**config.mk**
```make
export PLATFORM = sky130hd
export DESIGN_NAME = kbd_event_decoder
export DESIGN_NICKNAME = d
export VERILOG_FILES = /design/src/rtl/kbd_dec_pkg.sv /design/src/rtl/kbd_rst_sync.sv /design/src/rtl/kbd_prefix_fsm.sv /design/src/rtl/kbd_held_table.sv /design/src/rtl/kbd_event_decoder.sv
export SDC_FILE = /design/constraint.sdc
export NUM_CORES = 1
export LEC_CHECK = 0
export BUFFER_PORTS_ARGS = -buffer_cell sky130_fd_sc_hd__buf_2
export CAP_MARGIN = 25
export CORE_MARGIN = 2
export CORE_UTILIZATION = 30
export DETAILED_ROUTE_END_ITERATION = 16
export PLACE_DENSITY_LB_ADDON = 0.12
export RECOVER_POWER = 25
export SLEW_MARGIN = 20
export SYNTH_ARGS = -nofsm -noshare
export SYNTH_HDL_FRONTEND = slang
export SYNTH_SLANG_ARGS = --single-unit
```
**constraint.sdc**
```tcl
create_clock -name clk -period 40.6 [get_ports clk]
set_input_delay 2.03 -clock clk [delete_from_list [all_inputs] [get_ports clk]]
set_output_delay 2.03 -clock clk [all_outputs]
set_load 0.005 [all_outputs]
```
**src/rtl/kbd_dec_pkg.sv**
```systemverilog
package kbd_dec_pkg;
  localparam int unsigned KC_W = 8;

  typedef struct packed {
    logic            vld;
    logic            ext;
    logic            rel;
    logic [KC_W-1:0] code;
  } kbd_evt_t;
endpackage

```
**src/rtl/kbd_rst_sync.sv**
```systemverilog
module kbd_rst_sync #(
  parameter int unsigned STAGES = 2
) (
  input  logic clk,
  input  logic arst_n,
  output logic srst_n
);
  logic [STAGES-1:0] sync_q;
  logic [STAGES-1:0] sync_d;

  always_comb begin
    sync_d = {sync_q[STAGES-2:0], 1'b1};
  end

  always_ff @(posedge clk or negedge arst_n) begin
    if (!arst_n) sync_q <= '0;
    else         sync_q <= sync_d;
  end

  assign srst_n = sync_q[STAGES-1];
endmodule

```
**src/rtl/kbd_prefix_fsm.sv**
```systemverilog
module kbd_prefix_fsm
  import kbd_dec_pkg::*;
#(
  parameter logic [KC_W-1:0] EXT_PREFIX = 8'hE0,
  parameter logic [KC_W-1:0] REL_PREFIX = 8'hF0,
  parameter logic [KC_W-1:0] SHIFT_CODE = 8'h12
) (
  input  logic            clk,
  input  logic            rst_n,
  input  logic            byte_vld,
  input  logic [KC_W-1:0] byte_data,
  output logic            ext_pend,
  output logic            rel_pend,
  output kbd_evt_t        evt_now,
  output kbd_evt_t        evt_q
);
  logic     ext_q, rel_q, ext_d, rel_d;
  logic     is_ext_pfx, is_rel_pfx, is_wrapper;
  kbd_evt_t evt_d;

  assign is_ext_pfx = (byte_data == EXT_PREFIX);
  assign is_rel_pfx = (byte_data == REL_PREFIX);
  assign is_wrapper = ext_q && (byte_data == SHIFT_CODE);

  always_comb begin
    ext_d = ext_q;
    rel_d = rel_q;
    evt_d = '0;
    if (is_ext_pfx) begin
      ext_d = 1'b1;
    end else if (is_rel_pfx) begin
      rel_d = 1'b1;
    end else begin
      ext_d = 1'b0;
      rel_d = 1'b0;
      if (!is_wrapper) begin
        evt_d.vld  = 1'b1;
        evt_d.ext  = ext_q;
        evt_d.rel  = rel_q;
        evt_d.code = byte_data;
      end
    end
  end

  always_ff @(posedge clk or negedge rst_n) begin
    if (!rst_n) begin
      ext_q <= 1'b0;
      rel_q <= 1'b0;
    end else if (byte_vld) begin
      ext_q <= ext_d;
      rel_q <= rel_d;
    end
  end

  assign evt_now = byte_vld ? evt_d : '0;

  always_ff @(posedge clk or negedge rst_n) begin
    if (!rst_n) evt_q <= '0;
    else        evt_q <= evt_now;
  end

  assign ext_pend = ext_q;
  assign rel_pend = rel_q;
endmodule

```
**src/rtl/kbd_held_table.sv**
```systemverilog
module kbd_held_table
  import kbd_dec_pkg::*;
#(
  parameter int unsigned BANKS = 2
) (
  input  logic                            clk,
  input  logic                            rst_n,
  input  kbd_evt_t                        upd,
  input  logic [$clog2(BANKS)-1:0]        qry_bank,
  input  logic [KC_W-1:0]                 qry_code,
  output logic                            qry_held,
  output logic [BANKS-1:0][2**KC_W-1:0]   held_vec
);
  localparam int unsigned DEPTH = 2**KC_W;

  for (genvar b = 0; b < BANKS; b++) begin : g_bank
    logic [DEPTH-1:0] bits_q, bits_d;
    logic             bank_en;

    assign bank_en = upd.vld && (32'(upd.ext) == b);

    always_comb begin
      bits_d = bits_q;
      bits_d[upd.code] = !upd.rel;
    end

    always_ff @(posedge clk or negedge rst_n) begin
      if (!rst_n)       bits_q <= '0;
      else if (bank_en) bits_q <= bits_d;
    end

    assign held_vec[b] = bits_q;
  end

  assign qry_held = held_vec[qry_bank][qry_code];
endmodule

```
**src/rtl/kbd_event_decoder.sv**
```systemverilog
module kbd_event_decoder
  import kbd_dec_pkg::*;
#(
  parameter logic [KC_W-1:0] EXT_PREFIX  = 8'hE0,
  parameter logic [KC_W-1:0] REL_PREFIX  = 8'hF0,
  parameter logic [KC_W-1:0] SHIFT_CODE  = 8'h12,
  parameter int unsigned     SYNC_STAGES = 2
) (
  input  logic            clk,
  input  logic            rst_n,
  input  logic            byte_vld,
  input  logic [KC_W-1:0] byte_data,
  output logic            evt_vld,
  output logic [KC_W-1:0] evt_code,
  output logic            evt_ext,
  output logic            evt_rel,
  input  logic            qry_ext,
  input  logic [KC_W-1:0] qry_code,
  output logic            qry_held
);
  logic                     srst_n;
  logic                     ext_pend, rel_pend;
  kbd_evt_t                 evt_now, evt_q;
  logic [1:0][2**KC_W-1:0]  held_vec;

  kbd_rst_sync #(.STAGES(SYNC_STAGES)) rst_i (
    .clk(clk), .arst_n(rst_n), .srst_n(srst_n)
  );

  kbd_prefix_fsm #(
    .EXT_PREFIX(EXT_PREFIX), .REL_PREFIX(REL_PREFIX), .SHIFT_CODE(SHIFT_CODE)
  ) fsm_i (
    .clk(clk), .rst_n(srst_n), .byte_vld(byte_vld), .byte_data(byte_data),
    .ext_pend(ext_pend), .rel_pend(rel_pend), .evt_now(evt_now), .evt_q(evt_q)
  );

  kbd_held_table #(.BANKS(2)) tbl_i (
    .clk(clk), .rst_n(srst_n), .upd(evt_now),
    .qry_bank(qry_ext), .qry_code(qry_code),
    .qry_held(qry_held), .held_vec(held_vec)
  );

  assign evt_vld  = evt_q.vld;
  assign evt_code = evt_q.code;
  assign evt_ext  = evt_q.ext;
  assign evt_rel  = evt_q.rel;
endmodule

```
### After elaboration in Yosys (flattened, before gate mapping)

Index checks and enable logic that the tools add are counted.

| word-level totals | value |
|---|---|
| bits in read-only memories | 0 |
| logic and storage cells | 41 |
| register bits | 527 |
| memories | 0 |
| RAM bits | 0 |
| bits in latches | 0 |

| operators by class | value |
|---|---|
| $mul | 0 |
| reductions and logical operators | 7 |
| divide/modulo/power cells | 0 |
| equality and inequality tests | 4 |
| add/subtract/negate cells | 0 |
| shift operators | 0 |
| order comparisons | 4 |
| bitwise logic cells | 2 |
| mux-type cells | 15 |

Operator list:

| kind | number |
|---|---|
| 256-bit bitwise mux | 2 |
| 256-bit 2-to-1 mux | 2 |
| 11-bit 2-to-1 mux | 4 |
| 8-bit by 9-bit less-than comparator with 1-bit output (second input constant) | 2 |
| 8-bit == test (second input constant) | 2 |
| 1-bit binary-select mux with 8-bit select | 1 |
| 1-bit demux with 8-bit select | 1 |
| 8-bit by 5-bit == test with 1-bit output (second input constant) | 1 |
| 8-bit by 1-bit greater-or-equal comparator with 1-bit output (second input constant) | 1 |
| 1-bit 2-to-1 mux | 5 |
| 1-bit logical AND | 4 |
| 2-bit AND reduction | 2 |
| 1-bit by 2-bit less-than comparator with 1-bit output (second input constant) | 1 |
| 2-bit by 1-bit != test with 1-bit output (second input constant) | 1 |
| 1-bit NOT | 2 |
| 1-bit zero test | 1 |

### Longest topological paths before layout

Gate-level depths: netlist of run 1.

| logic depth | value |
|---|---|
| depth in word-level cells | 11 |
| mapped depth | 12 |

### Cells and area by module

Synthesis of run 1 repeated with hierarchy kept, for this count alone.

| unflattened totals | value |
|---|---|
| cells, all modules | 2368 |
| area total of the unflattened synthesis | 25690.9 um^2 |

By module, submodules not included:

| module | seq. area each (um^2) | cells each | instances | area each (um^2) |
|---|---|---|---|---|
| kbd_held_table | 12812.3 | 2321 | 1 | 25140.4 |
| kbd_prefix_fsm | 325.3 | 44 | 1 | 496.7 |
| kbd_rst_sync | 50.0 | 3 | 1 | 53.8 |

### Worst setup path after synthesis of run 1

Ideal clock, no wire load.

| timing | value |
|---|---|
| path type | input -> output |
| start point | input port qry_ext |
| end point | output port qry_held |
| arrival | 3.827 ns |
| path slack | 34.743 ns |
| cell stages on the path | 11 |
| path buffers | 5 |
| cells stage by stage | buf_4 > buf_6 > buf_6 > buf_6 > buf_6 > mux2i_1 > o21ai_0 > o21ai_0 > a2111o_1 > a2111o_1 > nand4_1 |

| on the way | value |
|---|---|
| word-level cells in the longest chain between the ends | 4 |

Ends and longest elaborated chain:

| what | RTL line | RTL |
|---|---|---|
| from (decl) | kbd_event_decoder.sv:17 | `input logic qry_ext,` |
| 256-bit 2-to-1 mux (implied by the code) (2 in series) | kbd_held_table.sv:35 | `assign qry_held = held_vec[qry_bank][qry_code];` |
| 1-bit binary-select mux with 8-bit select | kbd_held_table.sv:35 |  |
| 1-bit 2-to-1 mux (implied by the code) | kbd_held_table.sv:35 |  |
| to (decl) | kbd_event_decoder.sv:19 | `output logic qry_held` |

No other way between the ends. The select of a mux whose other input is x is not followed.

==> results of run 1 <==
[power breakdown]
part           total, mW  leakage, nW  internal (mW)  switching, mW
Sequential         0.548         7.29          0.540        0.00790
Clock              0.602         1.08          0.363          0.239
Combinational     0.0946         3.45         0.0272         0.0673
Total               1.24         11.8          0.931          0.314
[worst max path at each step]
stage | cells after the start | slack, ps | to
6_report | 2 | 29870 | tbl_i.g_bank[1].bits_q[187]
5_1_grt | 2 | 27900 | tbl_i.g_bank[1].bits_q[187]
4_1_cts | 10 | 32600 | qry_held
3_5_place_dp | 10 | 32610 | qry_held
3_3_place_gp | 10 | 32590 | qry_held
2_1_floorplan | 0 | 24820 | fsm_i.evt_q[0]
[worst reg2reg max path: stages, from the launching register on]
cell and delay, ps:
sky130_fd_sc_hd__dfrtp_1 1930, sky130_fd_sc_hd__clkbuf_1 3570, sky130_fd_sc_hd__clkbuf_1 3930
[state kept, by name, summed over array words and instances, names as in the netlist]
| name | count |
|---|---|
| fsm_i.rel_pend | 1 |
| fsm_i.ext_pend | 1 |
| rst_i.sync_q | 2 |
| tbl_i.g_bank.bits_q | 512 |
| fsm_i.evt_q | 11 |
[layout by cell type, fill, tap and decap left out, types with 25 or more instances in the layout]
| cell | Yosys | final |
|---|---|---|
| sky130_fd_sc_hd__a21oi_1 | 282 | 282 |
| sky130_fd_sc_hd__a31oi_1 | 206 | 206 |
| sky130_fd_sc_hd__buf_2 | 67 | 27 |
| sky130_fd_sc_hd__buf_4 | 17 | 69 |
| sky130_fd_sc_hd__clkbuf_16 | 0 | 71 |
| sky130_fd_sc_hd__dfrtp_1 | 527 | 526 |
| sky130_fd_sc_hd__mux2i_1 | 117 | 117 |
| sky130_fd_sc_hd__mux4_2 | 72 | 72 |
| sky130_fd_sc_hd__nand2_1 | 33 | 29 |
| sky130_fd_sc_hd__nor2_1 | 123 | 98 |
| sky130_fd_sc_hd__nor2_2 | 0 | 25 |
| sky130_fd_sc_hd__o21ai_0 | 268 | 268 |
| sky130_fd_sc_hd__o221ai_1 | 58 | 58 |
| sky130_fd_sc_hd__o22ai_1 | 26 | 26 |
| sky130_fd_sc_hd__o31ai_1 | 259 | 259 |
[metal layers]
metal	track usage	vias up	wire (um)
met4	0.0591	4	1910
met2	0.316	742	40800
li1	-	8938	-
met5	0	-	27
met1	0.314	10200	43600
met3	0.0365	115	5860
[layout make-up]
class	instances	share of cell area
clock buffers	98	0.0695
clock inverters	17	0.00674
inverters	8	0.00105
multi-input cells	1548	0.380
flip-flops and latches	527	0.461
well taps	1134	0.0496
repair buffers	114	0.0314
[cell families after synthesis]
family | share of synthesized area
AO/OA/AOI/OAI | 0.272
buffers and inverters | 0.0566
flip-flops | 0.520
multiplexers | 0.110
other | 0.000148
AND/OR/NAND/NOR | 0.0416
[metrics by stage]
| step | hold WS, ps | setup slack (ps) | area [um^2] | total power [mW] |
|---|---|---|---|---|
| 6_report | 343 | 29870 | 28600 | 1.24 |
| 5_1_grt | 352 | 27900 | 28600 | 1.29 |
| 4_1_cts | 344 | 32600 | 28500 | 1.26 |
| 3_5_place_dp | 336 | 32610 | 26300 | 0.652 |
| 3_3_place_gp | 332 | 32590 | 26200 | 0.651 |
| 2_1_floorplan | 331 | 24820 | 25400 | 0.620 |
==> PnR_summary.wiki, run 1 <==
{| class="wikitable"
! Metric !! Value
|-
| Most used flip-flop cell after synthesis || sky130_fd_sc_hd__dfrtp_1
|-
| Crit path max-delay cell type || sky130_fd_sc_hd__clkbuf_1
|-
| Layout Area Growth over Synthesis || 12.7%
|-
| Slew margin rel. || -2.49
|-
| Initial Util || 0.303
|-
| Layout cells sized above 1 || 0.144
|-
| Wire length after detailed routing || 92200 um
|-
| Net count reported at finish || 2285
|-
| Total number of H-tree levels || 3
|-
| Ratio of final minimum period to clock period || 0.264
|-
| Flip-flop and latch count after synthesis || 527
|-
| Final hold violation count || 0
|-
| Port bufs || 31
|-
| Clock tree from TritonCTS || done
|-
| Total standard cell area after synthesis || 25400 um^2
|-
| Launching instance or port of the critical path || rst_i.sync_q[1]
|-
| Vertical extent of the die || 295 um
|-
| Number of clock buffers inserted by TritonCTS || 66
|-
| Average wire length per cell after detail routing || 26.8 um
|-
| Count of pins over their slew limit || 283
|-
| Number of antenna cells inserted || 0
|-
| Unrepaired setup endpoints after global routing || no
|-
| Worst setup EP type || asynchronous set/reset pin
|-
| Highest clock frequency the design can meet || 93.2 MHz
|-
| Max Cap Viol || 4
|-
| Post-synthesis net count || 2406
|-
| Root buf cell || sky130_fd_sc_hd__clkbuf_16
|-
| Iter 0 DRT Violations || 1929
|-
| Cells taking the most area after synthesis || sky130_fd_sc_hd__dfrtp_1 (52%), sky130_fd_sc_hd__o31ai_1 (7.7%), sky130_fd_sc_hd__mux4_2 (6.4%)
|-
| Congestion Overflow GR || 0
|-
| Most frequent cells after synthesis || sky130_fd_sc_hd__dfrtp_1 (527), sky130_fd_sc_hd__a21oi_1 (282), sky130_fd_sc_hd__o21ai_0 (268)
|-
| Setup_tns || 0 ps
|-
| Startpoint of the worst register-to-register path || rst_i.sync_q[1]
|-
| Clock latency at the later pin of the worst-skew pair || 610 ps
|-
| Number of distinct library cell variants in the gate-level netlist after synthesis || 48
|-
| Kind of critical path || reg2async
|-
| Clock-pin transition on the worst setup and hold timing paths || 60 ps
|-
| Placed Cells incl. Taps || 3324
|-
| Startpoint kind of the worst setup timing path || flop
|-
| Number of post-CTS setup repair buffers || 0
|-
| Area of the die || 86900 um^2
|-
| Slack of the worst reg-to-reg path || 29870 ps
|-
| Resized cells post-CTS || 0
|-
| Ys Warns || 0
|-
| PD cells || 43.5 nW/um^2
|-
| Sinks on Clock Net || 527
|-
| Leakage power summed over all cells || 11.8 nW
|-
| Top-area cell type share of the netlist area || 0.520
|-
| Wire length of the first global-routing pass || 136000 um
|-
| Number of optimization iterations in the first detailed-route pass || 6
|-
| Final critical path time including I/O delays and setup || 10730 ps
|-
| Row cnt || 106
|-
| Required time reported for the critical path endpoint || 40040 ps
|-
| CP Buf/Inv Count || 2
|-
| Worst min path class || reg2reg
|-
| Vias post-DR || 20000
|-
| Worst-path cell chain || clkbuf_1, clkbuf_1
|-
| Most frequent cell on the critical path || sky130_fd_sc_hd__clkbuf_1
|-
| Area of all sequential standard cells || 13200 um^2
|-
| Largest area contributor in the synthesized netlist || sky130_fd_sc_hd__dfrtp_1
|-
| I/O pins || 32
|-
| Depth of the worst register-to-register path || 2
|-
| Combined area of the multi-input logic cells || 10900 um^2
|-
| Largest net degree at the start of global routing || 184
|-
| Count leader, synth || sky130_fd_sc_hd__dfrtp_1
|-
| Arr. time, crit path || 10170 ps
|-
| Cells after Synth || 2386
|-
| Worst clock skew on the final layout || 23.3 ps
|-
| EDFF count, synth || 0
|-
| Min-Delay Startpoint || rst_i.sync_q[0]
|-
| Final setup violation count || 0
|-
| Total half-perimeter wirelength after legalization and detailed placement || 53400 um
|-
| Post-route DRC violation count || 0
|-
| Worst Tran Pin Value || 5240 ps
|-
| Antenna violations before repair || 2
|-
| Number of hold buffers added after CTS || 0
|-
| Non-Filler Instances || 3446
|-
| Mean post-synth cell area || 10.6 um^2
|-
| Async S/R FF share, synth || 1.00
|-
| Vias in the first global route || 18900
|-
| Post-detailed-route count of antenna-violating nets || 0
|-
| Final Core Density || 0.342
|-
| Critical R2R Capture || tbl_i.g_bank[1].bits_q[187]
|-
| Maximum clock path buffer count || 3
|-
| CP top delay family || buffers and inverters
|-
| Failing checks || capacitance limit, slew limit
|-
| Routability cong. || 0.806
|-
| Run status || finished, violations left
|-
| Via count normalized by instance count || 5.79
|-
| Number of fillers in the final layout || 8426
|-
| Worst-path fanout max || 97
|-
| Overall routing resource usage || 0.212
|-
| Biggest cell delay along the critical path || 3880 ps
|-
| Hold-critical path endpoint || rst_i.sync_q[1]
|-
| Worst hold path depth || 0
|-
| Highest ir drop seen on vdd || 0.0299 mV
|-
| Sequential element share of the synthesized area || 0.520
|-
| Die X-Extent || 295 um
|-
| Area of the core region || 83700 um^2
|}
Power figures use the tool's default switching activity.
==> inputs of run 2 (changes only) <==
==> constraint.sdc (replaced) <==
create_clock -name clk -period 9.6 [get_ports clk]
set_input_delay 0.48 -clock clk [delete_from_list [all_inputs] [get_ports clk]]
set_output_delay 0.48 -clock clk [all_outputs]
set_load 0.005 [all_outputs]
==> PnR_summary.wiki, run 2 (synthesized netlist as in run 1, its figures left out) <==
{| class="wikitable"
! Metric !! Value
|-
| Maximum clock path buffer count || 3 (unchanged)
|-
| Register with the highest flop count || tbl_i.g_bank.bits_q
|-
| Worst min path class || in2reg
|-
| Iter 0 DRT Violations || 1933 (+0.21%)
|-
| Flip-flop count of the largest register after layout || 512 (unchanged)
|-
| Wire length after detailed routing || 93900 um (+1.9%)
|-
| Clock-pin transition on the worst setup and hold timing paths || 60 ps (about the same)
|-
| Worst-path cell chain || clkbuf_1, or4_1, o21a_1, o21a_1, and2_0, buf_4, buf_4, a31oi_1
|-
| Row cnt || 106 (unchanged)
|-
| Net count reported at finish || 2282 (-0.13%)
|-
| Area of the die || 86900 um^2 (unchanged)
|-
| Worst hold margin || 129 ps (-213 ps)
|-
| Initial Util || 0.303 (unchanged)
|-
| Average wire length per cell after detail routing || 27.3 um (+1.9%)
|-
| Int Power || 3.83 mW (+310%)
|-
| Power share of the sequential group || 0.452 (+0.012)
|-
| Resized cells post-CTS || 0 (unchanged)
|-
| CP top delay family || simple AND/OR/NAND/NOR gates
|-
| Number of post-CTS setup repair buffers || 0 (unchanged)
|-
| Arr. time, crit path || 6700 ps (-3470 ps)
|-
| Vertical extent of the die || 295 um (unchanged)
|-
| Highest clock frequency the design can meet || 160 MHz
|-
| Routability cong. || 0.778 (-3.5%)
|-
| Vias in the first global route || 19000 (+0.75%)
|-
| Cell depth of the worst setup path || 8 (+6)
|-
| Commonest non-fill, non-tap cell in the layout || sky130_fd_sc_hd__dfrtp_1
|-
| Total half-perimeter wirelength after legalization and detailed placement || 52600 um (-1.5%)
|-
| Area of the core region || 83700 um^2 (unchanged)
|-
| Post-route DRC violation count || 0 (unchanged)
|-
| Net switching share of the total power || 0.253 (+0.000966)
|-
| Depth of the worst register-to-register path || 6 (+4)
|-
| Largest net degree at the start of global routing || 161 (-13%)
|-
| Worst Tran Pin Value || 3780 ps (-1460 ps)
|-
| Worst setup EP type || flop
|-
| Clock latency at the later pin of the worst-skew pair || 640 ps (+30 ps)
|-
| Root buf cell || sky130_fd_sc_hd__clkbuf_16
|-
| Slew margin rel. || -1.52 (+0.972)
|-
| Max Cap Viol || 7 (+3)
|-
| CP Buf/Inv Count || 3 (+1)
|-
| Worst hold path depth || 2 (+2)
|-
| Wire length of the first global-routing pass || 138000 um (+1.4%)
|-
| Port bufs || 31 (unchanged)
|-
| Leakage power summed over all cells || 11.7 nW (-0.65%)
|-
| Clock network power share || 0.470 (-0.014)
|-
| Failing checks || capacitance limit, slew limit
|-
| Sinks on Clock Net || 527 (unchanged)
|-
| Commonest cells after routing, fill and taps aside || sky130_fd_sc_hd__dfrtp_1 (526), sky130_fd_sc_hd__a21oi_1 (282), sky130_fd_sc_hd__o21ai_0 (268)
|-
| Required time reported for the critical path endpoint || 10050 ps (-29990 ps)
|-
| Worst-path fanout max || 82 (-15%)
|-
| Number of clock buffers inserted by TritonCTS || 61 (-7.6%)
|-
| Startpoint kind of the worst setup timing path || input pin
|-
| Top Registers || tbl_i.g_bank.bits_q x512, fsm_i.evt_q x11, rst_i.sync_q x2
|-
| Kind of critical path || in2reg
|-
| Number of hold buffers added after CTS || 1 (+1)
|-
| Final setup violation count || 0 (unchanged)
|-
| Overall routing resource usage || 0.216 (+0.00425)
|-
| Run status || finished, violations left
|-
| Ratio of final minimum period to clock period || 0.651
|-
| Layout Area Growth over Synthesis || 12.3%
|-
| Final hold violation count || 0 (unchanged)
|-
| Vias post-DR || 19800 (-0.67%)
|-
| Net Switching || 1.30 mW (+310%)
|-
| Worst clock skew on the final layout || 28.6 ps (+5.31 ps)
|-
| Total number of H-tree levels || 2 (-1)
|-
| Crit path max-delay cell type || sky130_fd_sc_hd__and2_0
|-
| Unrepaired setup endpoints after global routing || no
|-
| Highest ir drop seen on vdd || 0.116 mV (+290%)
|-
| Setup_tns || 0 ps (unchanged)
|-
| Count of pins over their slew limit || 345 (+22%)
|-
| I/O pins || 32 (unchanged)
|-
| Post-detailed-route count of antenna-violating nets || 0 (unchanged)
|-
| Die X-Extent || 295 um (unchanged)
|-
| Part of the total power dissipated in combinational logic || 0.078 (+0.002)
|-
| Number of optimization iterations in the first detailed-route pass || 5 (-1)
|-
| Congestion Overflow GR || 0 (unchanged)
|-
| Antenna violations before repair || 3 (+1)
|-
| Biggest cell delay along the critical path || 2280 ps (-1600 ps)
|-
| Via count normalized by instance count || 5.75 (-0.67%)
|-
| Layout cells sized above 1 || 0.141 (-0.00297)
|-
| Clock tree from TritonCTS || done
|-
| PD cells || 180 nW/um^2 (+310%)
|-
| Final critical path time including I/O delays and setup || 6250 ps
|}
==> run 2: final timing paths <==
path,from,to,slack [ps]
setup / recovery,byte_data[1],tbl_i.g_bank[1].bits_q[250],3350
hold / removal,byte_data[3],fsm_i.evt_q[3],130
setup reg to reg,fsm_i.ext_pend,tbl_i.g_bank[1].bits_q[250],3920
hold reg to reg,rst_i.sync_q[0],rst_i.sync_q[1],360
max in group asynchronous,rst_i.sync_q[1],tbl_i.g_bank[1].bits_q[180],4320
min in group asynchronous,rst_n,rst_i.sync_q[0],140
==> run 2: metal layers <==
metal	track usage	vias to the layer above	share of wire
li1	-	8928	-
met1	0.311	10100	0.46
met2	0.328	709	0.45
met3	0.0390	127	0.064
met4	0.0671	4	0.028
met5	0	-	0.00028
==> run 2: power groups by stage <==
stage	Combinational [mW]	Clock [mW]	Sequential [mW]
floorplan	0.244	0	2.37
global placement	0.395	0	2.36
detailed placement	0.400	0	2.36
CTS	0.401	2.47	2.32
global route	0.434	2.57	2.33
finish	0.398	2.41	2.32
==> run 2: metrics by stage <==
stage,worst slack (ps),cells,utilization,total power [mW],cell area (um^2)
2_1_floorplan,1020,2386,-,2.62,25400
3_3_place_gp,4910,3319,0.314,2.76,26200
3_5_place_dp,4920,3322,0.314,2.76,26300
4_1_cts,4910,3435,0.339,5.19,28400
6_report,3350,3446,0.340,5.14,28500
5_1_grt,2880,3445,0.340,5.33,28500
==> run 2: worst reg2reg max path, cell delays in order (launching register included) <==
cell	delay, ps
sky130_fd_sc_hd__dfrtp_1	380
sky130_fd_sc_hd__inv_1	110
sky130_fd_sc_hd__o21a_1	550
sky130_fd_sc_hd__and2_0	2280
sky130_fd_sc_hd__buf_4	1010
sky130_fd_sc_hd__buf_4	930
sky130_fd_sc_hd__a31oi_1	240
==> run 2: final cells by class <==
type                    instances  area, um^2
multi-input cells            1548       10900
inverters                       8        30.0
flip-flops and latches        527       13200
diodes                          1        2.50
well taps                    1134        1420
fillers                      8458       55200
clock inverters                18         194
clock buffers                  94        1870
repair buffers                116         896
